`src/rtl/fmant_pkg.sv`:
```
package fmant_pkg;

  // operand classes after the denormals-are-zero decision
  typedef enum logic [2:0] {
    CLS_ZERO = 3'd0,
    CLS_SUB  = 3'd1,
    CLS_NORM = 3'd2,
    CLS_INF  = 3'd3,
    CLS_NAN  = 3'd4
  } fcls_e;

  // interval selector codes
  typedef enum logic [1:0] {
    IV_ONE_TWO  = 2'b00,
    IV_PARITY   = 2'b01,
    IV_HALF_ONE = 2'b10,
    IV_TOPBIT   = 2'b11
  } fiv_e;

endpackage

```
`src/rtl/fmant_classify.sv`:
```
module fmant_classify
  import fmant_pkg::*;
#(
  parameter int EXP_W  = 8,
  parameter int FRAC_W = 23
) (
  input  logic [EXP_W-1:0]  exp_in,
  input  logic [FRAC_W-1:0] frac_in,
  input  logic              daz,
  output fcls_e             cls
);

  logic exp_zero, exp_full, frac_zero;

  always_comb begin
    exp_zero  = (exp_in == '0);
    exp_full  = (exp_in == '1);
    frac_zero = (frac_in == '0);
    if (exp_full)
      cls = frac_zero ? CLS_INF : CLS_NAN;
    else if (exp_zero)
      cls = (frac_zero || daz) ? CLS_ZERO : CLS_SUB;
    else
      cls = CLS_NORM;
  end

endmodule

```
`src/rtl/fmant_norm.sv`:
```
module fmant_norm #(
  parameter int FRAC_W = 23
) (
  input  logic [FRAC_W-1:0] frac_in,
  output logic [FRAC_W-1:0] frac_out,
  output logic              odd_exp
);

  localparam int LZ_W = $clog2(FRAC_W + 1);

  logic [LZ_W-1:0] lz;
  logic            found;
  logic [FRAC_W:0] shifted;

  // leading-zero count from the top fraction bit down
  always_comb begin
    lz    = '0;
    found = 1'b0;
    for (int i = FRAC_W - 1; i >= 0; i--) begin
      if (!found && frac_in[i]) begin
        lz    = LZ_W'(FRAC_W - 1 - i);
        found = 1'b1;
      end
    end
  end

  // shift by lz+1: the leading one leaves the field
  always_comb begin
    shifted  = {frac_in, 1'b0} << lz;
    frac_out = shifted[FRAC_W-1:0];
    // lz+1 decrements from the bias: odd when lz is even
    odd_exp  = ~lz[0];
  end

endmodule

```
`src/rtl/fmant_compose.sv`:
```
module fmant_compose
  import fmant_pkg::*;
#(
  parameter int EXP_W  = 8,
  parameter int FRAC_W = 23
) (
  input  logic                    sign_in,
  input  logic [EXP_W-1:0]        exp_in,
  input  logic [FRAC_W-1:0]       frac_in,
  input  fcls_e                   cls,
  input  logic [FRAC_W-1:0]       nfrac,
  input  logic                    nodd,
  input  logic [1:0]              interval,
  input  logic [1:0]              signctl,
  output logic [EXP_W+FRAC_W:0]   result,
  output logic                    invalid,
  output logic                    denormal
);

  localparam int W         = EXP_W + FRAC_W + 1;
  localparam int BIAS      = (1 << (EXP_W - 1)) - 1;
  localparam logic BIAS_ODD = 1'(BIAS % 2);
  localparam logic [EXP_W-1:0] EXP_ONE  = EXP_W'(BIAS);
  localparam logic [EXP_W-1:0] EXP_HALF = EXP_W'(BIAS - 1);
  localparam logic [W-1:0] POS_ONE  = {1'b0, EXP_ONE, {FRAC_W{1'b0}}};
  localparam logic [W-1:0] NEG_ONE  = {1'b1, EXP_ONE, {FRAC_W{1'b0}}};
  localparam logic [W-1:0] DEF_QNAN = {1'b1, {EXP_W{1'b1}}, 1'b1, {(FRAC_W-1){1'b0}}};

  logic [FRAC_W-1:0] body_frac;
  logic              odd_exp, top_bit, out_sign, rejected;
  logic [EXP_W-1:0]  new_exp;
  logic [W-1:0]      signed_one;

  // exponent for the in-range mantissa
  always_comb begin
    body_frac = (cls == CLS_SUB) ? nfrac : frac_in;
    odd_exp   = (cls == CLS_SUB) ? nodd : (exp_in[0] ^ BIAS_ODD);
    top_bit   = body_frac[FRAC_W-1];
    case (fiv_e'(interval))
      IV_ONE_TWO:  new_exp = EXP_ONE;
      IV_PARITY:   new_exp = odd_exp ? EXP_HALF : EXP_ONE;
      IV_HALF_ONE: new_exp = EXP_HALF;
      default:     new_exp = top_bit ? EXP_HALF : EXP_ONE;
    endcase
    out_sign   = signctl[0] ? 1'b0 : sign_in;
    signed_one = signctl[0] ? POS_ONE : NEG_ONE;
    rejected   = sign_in && signctl[1];
  end

  // special-value selection
  always_comb begin
    result   = {out_sign, new_exp, body_frac};
    invalid  = 1'b0;
    denormal = 1'b0;
    case (cls)
      CLS_NAN: begin
        result  = {sign_in, exp_in, 1'b1, frac_in[FRAC_W-2:0]};
        invalid = ~frac_in[FRAC_W-1];
      end
      CLS_ZERO: begin
        result = sign_in ? signed_one : POS_ONE;
      end
      CLS_INF: begin
        if (!sign_in) begin
          result = POS_ONE;
        end else if (signctl[1]) begin
          result  = DEF_QNAN;
          invalid = 1'b1;
        end else begin
          result = signed_one;
        end
      end
      CLS_SUB, CLS_NORM: begin
        if (rejected) begin
          result  = DEF_QNAN;
          invalid = 1'b1;
        end else begin
          denormal = (cls == CLS_SUB);
        end
      end
      default: begin
        result  = DEF_QNAN;
        invalid = 1'b1;
      end
    endcase
  end

endmodule

```
`src/rtl/fmant_unit.sv`:
```
module fmant_unit
  import fmant_pkg::*;
#(
  parameter int EXP_W  = 8,
  parameter int FRAC_W = 23
) (
  input  logic                  clk,
  input  logic                  rst,
  input  logic                  in_valid,
  input  logic [EXP_W+FRAC_W:0] in_operand,
  input  logic [1:0]            in_interval,
  input  logic [1:0]            in_signctl,
  input  logic                  in_daz,
  output logic                  out_valid,
  output logic [EXP_W+FRAC_W:0] out_result,
  output logic                  out_invalid,
  output logic                  out_denormal
);

  localparam int W = EXP_W + FRAC_W + 1;

  logic              op_sign;
  logic [EXP_W-1:0]  op_exp;
  logic [FRAC_W-1:0] op_frac;
  fcls_e             cls;
  logic [FRAC_W-1:0] nfrac;
  logic              nodd;
  logic [W-1:0]      res_d;
  logic              inv_d, den_d;

  assign op_sign = in_operand[W-1];
  assign op_exp  = in_operand[W-2:FRAC_W];
  assign op_frac = in_operand[FRAC_W-1:0];

  fmant_classify #(.EXP_W(EXP_W), .FRAC_W(FRAC_W)) cls_i (
    .exp_in (op_exp),
    .frac_in(op_frac),
    .daz    (in_daz),
    .cls    (cls)
  );

  fmant_norm #(.FRAC_W(FRAC_W)) norm_i (
    .frac_in (op_frac),
    .frac_out(nfrac),
    .odd_exp (nodd)
  );

  fmant_compose #(.EXP_W(EXP_W), .FRAC_W(FRAC_W)) comp_i (
    .sign_in (op_sign),
    .exp_in  (op_exp),
    .frac_in (op_frac),
    .cls     (cls),
    .nfrac   (nfrac),
    .nodd    (nodd),
    .interval(in_interval),
    .signctl (in_signctl),
    .result  (res_d),
    .invalid (inv_d),
    .denormal(den_d)
  );

  always_ff @(posedge clk) begin
    if (rst) begin
      out_valid    <= 1'b0;
      out_result   <= '0;
      out_invalid  <= 1'b0;
      out_denormal <= 1'b0;
    end else begin
      out_valid    <= in_valid;
      out_invalid  <= in_valid & inv_d;
      out_denormal <= in_valid & den_d;
      if (in_valid) out_result <= res_d;
    end
  end

endmodule

```
`config.mk`:
```
export PLATFORM = sky130hd
export DESIGN_NAME = fmant_unit
export DESIGN_NICKNAME = d
export VERILOG_FILES = /design/src/rtl/fmant_pkg.sv /design/src/rtl/fmant_classify.sv /design/src/rtl/fmant_norm.sv /design/src/rtl/fmant_compose.sv /design/src/rtl/fmant_unit.sv
export SDC_FILE = /design/constraint.sdc
export NUM_CORES = 1
export LEC_CHECK = 0
export CELL_PAD_IN_SITES_DETAIL_PLACEMENT = 1
export CELL_PAD_IN_SITES_GLOBAL_PLACEMENT = 2
export CORE_ASPECT_RATIO = 2
export CORE_MARGIN = 2
export CORE_UTILIZATION = 28
export DETAILED_ROUTE_END_ITERATION = 7
export PLACE_DENSITY_LB_ADDON = 0.2
export SLEW_MARGIN = 30
export SYNTH_ARGS = -nofsm -noshare
export SYNTH_HDL_FRONTEND = slang
export SYNTH_SLANG_ARGS = --single-unit
```
`constraint.sdc`:
```
create_clock -name clk -period 2.96 [get_ports clk]
set_input_delay 0.296 -clock clk [delete_from_list [all_inputs] [get_ports clk]]
set_output_delay 0.296 -clock clk [all_outputs]
set_load 0.03 [all_outputs]
```
==> results_dict.tcl <==
set metrics [dict create \
    clock.fmax_mhz 349.5 \
    clockBufferDepth 2 \
    cts_tree "built" \
    drv_slew 0 \
    status "complete, no violations" \
    place_congestion 0.9665 \
    fin_setup_tns_ps 0 \
    holdWs_ps 468.5 \
    synth_nets 439 \
    dominantRegCellSynth "dfxtp_1" \
    yosysTopAreaCellShare_pct 22.75 \
    drtIter0Drc 147 \
    p_int_w 0.001221 \
    viasPerCell 5.431 \
    power.switching_w 0.0005969 \
    io_pins 75 \
    diodes 0 \
    core_sq_um 10810 \
    dr.pass1.iters 4 \
    drt_wl_total_um 15540 \
    crit_type "in -> reg" \
    finalCriticalPeriod_ps 2861 \
    hold_class "reg -> reg" \
    die_y_um 152.3 \
    antenna_found_initial 0 \
    htree_levels 2 \
    fp.dieW_um 78.17 \
    path_clk_slew_ps 60 \
    track_usage_pct 26.69 \
    critPathTopFamily "buffers and inverters" \
    crit_path_frequent_cell "buf_4" \
    rows 54 \
    setup_viol 0 \
    syn_to_final_growth_pct 66.61 \
    worstSkewPairLatency_ps 290 \
    ir_worst_vdd_v 0.0002994 \
    yosys_warnings 0 \
    path_cells "clkdlybuf4s50_1 -> buf_4 -> nor2_1 -> nand3_1 -> buf_4 -> o22ai_2 -> nor2_1 -> buf_4 -> mux2i_1 -> o22ai_1 -> o211a_1 -> nor4_4 -> o221a_1" \
    p_sw_share_pct 32.83 \
    num_vias 3910 \
    leakagePower_nw 2.160 \
    cp_data_required_time_ps 3200 \
    synthCells 399 \
    synth.area.top_cells "dfxtp_1 (23%), mux2i_1 (7.5%), nor2_1 (6.3%), nand2_1 (5.1%), a21oi_1 (3.7%)" \
    grt_pass1_wl_um 24010 \
    period_share_pct 96.65 \
    rsz0062_at_grt "false" \
    wl_per_cell_um 21.58 \
    critPathCaptureType "flip-flop" \
    fin_nets 619 \
    relSlewSlack_pct 58.19 \
    cts_buffers 5 \
    overflow 0 \
    hold_viol_final 0 \
    maxCapViolations 0 \
    grt_pass1_vias 4210 \
    p_per_area_nw_per_um2 354.2 \
    clockPowerShare_pct 33.8 \
    dp_hpwl_um 13000 \
    drc 0 \
    drive_above_1_share_pct 32.93 \
    ys_seq_area_share_pct 22.75 \
    ys_ff_latch 35 \
    ant_nets 0 \
    crit_path_start_kind "input pin" \
    cts.sinks 35 \
    synth_area_sq_um 3080 \
    place_inst 708 \
    cpPeakStageDelay_ps 550 \
    synth_area_leader_cell "dfxtp_1" \
    io_buffers 74 \
    arrival_ps 3100 \
    synthDistinctLibCells 73 \
    worstMarginPinSlew_ps 624.8 \
    start_util_pct 28.50 \
    final.setup_skew_ps 0 \
    avgSynthCellArea_sq_um 7.720 \
    critPathMaxFanout 6 \
    seq_power_share_pct 28.5 \
    crit_path_top_delay_cell "clkdlybuf4s50_1" \
    power_w 0.001818 \
    power_frac_comb_pct 37.6 \
    synth_edf_count 0 \
    grt_max_degree 35 \
    async_flop_share_pct 0 \
    fillCellCount 1331 \
    root_buffer "clkbuf_16" \
    finalNonFillerCells 720 \
    cp_num_buf_inv 4 \
    die_area_sq_um 11910 \
]
-- synthesized netlist by cell type (3+ instances only) --
master / instances
nor2_1: 52
o21ai_1: 6
buf_2: 3
o221ai_1: 4
a21oi_1: 23
clkbuf_1: 10
a211oi_1: 12
a311oi_1: 4
nand2b_1: 7
nor3_1: 10
clkbuf_8: 4
dfxtp_1: 35
o21ai_0: 12
nand2_1: 42
a31oi_1: 10
a22oi_1: 7
mux2_2: 6
buf_6: 5
nand3_1: 23
mux2i_1: 23
nor4_4: 3
inv_1: 8
o211ai_1: 5
o31ai_1: 3
and2_2: 3
nor2b_1: 5
o32ai_1: 3
o22ai_1: 5
nor4_1: 5
and3_1: 4
-- power by group through the flow --
| stage | clock [W] | sequential, W | combinational (W) |
|---|---|---|---|
| global route | 0.000642 | 0.000523 | 0.000728 |
| finish | 0.000615 | 0.000519 | 0.000684 |
| detailed placement | 0 | 0.000530 | 0.000656 |
| global placement | 0 | 0.000528 | 0.000646 |
| floorplan | 0 | 0.000588 | 0.000253 |
| CTS | 0.000622 | 0.000520 | 0.000679 |
-- sequential cells by signal, indices dropped and copies added, names as in the netlist --
register	flops
out_valid	1
out_denormal	1
out_result	32
out_invalid	1
-- logic make-up (layout without fill, tap and decap cells) --
| kind of cell | after synthesis | after routing | share of synthesized area (%) |
|---|---|---|---|
| simple gates | 171 | 171 | 28.68 |
| compound gates | 126 | 126 | 29.73 |
| flops | 35 | 35 | 22.75 |
| buf+inv | 35 | 216 | 7.229 |
| mux | 32 | 32 | 11.62 |
-- worst min-delay path: cells and delay by family (launching register included) --
family | cells | cell delay [ps]
and+or+nand+nor | 2 | 110
DFF | 1 | 330
-- final timing paths --
check / start / to / slack (ps) / cells after the start
max: in_operand[14] / out_result[23]$_SDFFE_PP0P_ / 100 / 13
min: out_result[27]$_SDFFE_PP0P_ / out_result[27]$_SDFFE_PP0P_ / 470 / 2
max reg2reg: out_result[18]$_SDFFE_PP0P_ / out_result[18]$_SDFFE_PP0P_ / 2120 / 3
min reg2reg: out_result[27]$_SDFFE_PP0P_ / out_result[27]$_SDFFE_PP0P_ / 470 / 2
-- per-stage QoR --
stage,setup slack [ps],util (%),instance area [sq um]
2_1_floorplan,202.2,-,3080
4_1_cts,1.802,46.90,5070
6_report,99.17,47.48,5132
3_5_place_dp,-737.8,43.96,4752
5_1_grt,6.408,47.48,5132
3_3_place_gp,-689.4,43.96,4752
-- placed cells by master (no fill, tap or decap), types with 4 or more instances in the layout --
| cell | n |
|---|---|
| nand3_1 | 23 |
| dfxtp_1 | 35 |
| o22ai_1 | 4 |
| dlygate4sd2_1 | 10 |
| inv_1 | 8 |
| mux2_2 | 6 |
| o221ai_1 | 4 |
| a21oi_1 | 23 |
| clkbuf_16 | 5 |
| buf_4 | 120 |
| nor2b_1 | 5 |
| a22oi_1 | 5 |
| nor3_1 | 9 |
| a31oi_1 | 10 |
| a211oi_1 | 12 |
| nand2b_1 | 7 |
| o21ai_0 | 10 |
| o21ai_1 | 7 |
| dlymetal6s2s_1 | 7 |
| nor2_1 | 50 |
| clkdlybuf4s50_1 | 56 |
| nand2_1 | 42 |
| mux2i_1 | 19 |
| o211ai_1 | 5 |
| nor4_4 | 5 |
| and3_1 | 4 |
-- layout make-up --
cell class | instances | area (sq um) | area share [%]
multi-input combinational | 329 | 2322 | 45.25
inverter | 8 | 30.03 | 0.5851
clock inverter | 3 | 43.79 | 0.8532
tap | 140 | 175.2 | 3.413
timing repair buffer | 200 | 1735 | 33.81
clock buffer | 5 | 125.1 | 2.438
sequential | 35 | 700.7 | 13.65
-- routing by layer --
metal	wire length (um)	global-route usage [%]	vias to the layer above	share of wire, %
li1	-	-	1866	-
met1	5485	26.89	1903	35
met2	8767	50.78	101	56
met3	332	2.251	40	2.1
met4	950	16.79	0	6.1
met5	0	0	-	0
-- timing repair --
item / in CTS / in global routing
setup endpoints to repair: 23 / 21
hold buffers: 0 / 0
pin swaps: 9 / 9
gates resized for setup: 36 / 16
buffers inserted: 4 / 0
Note: power is estimated with default switching activity, not from simulation.
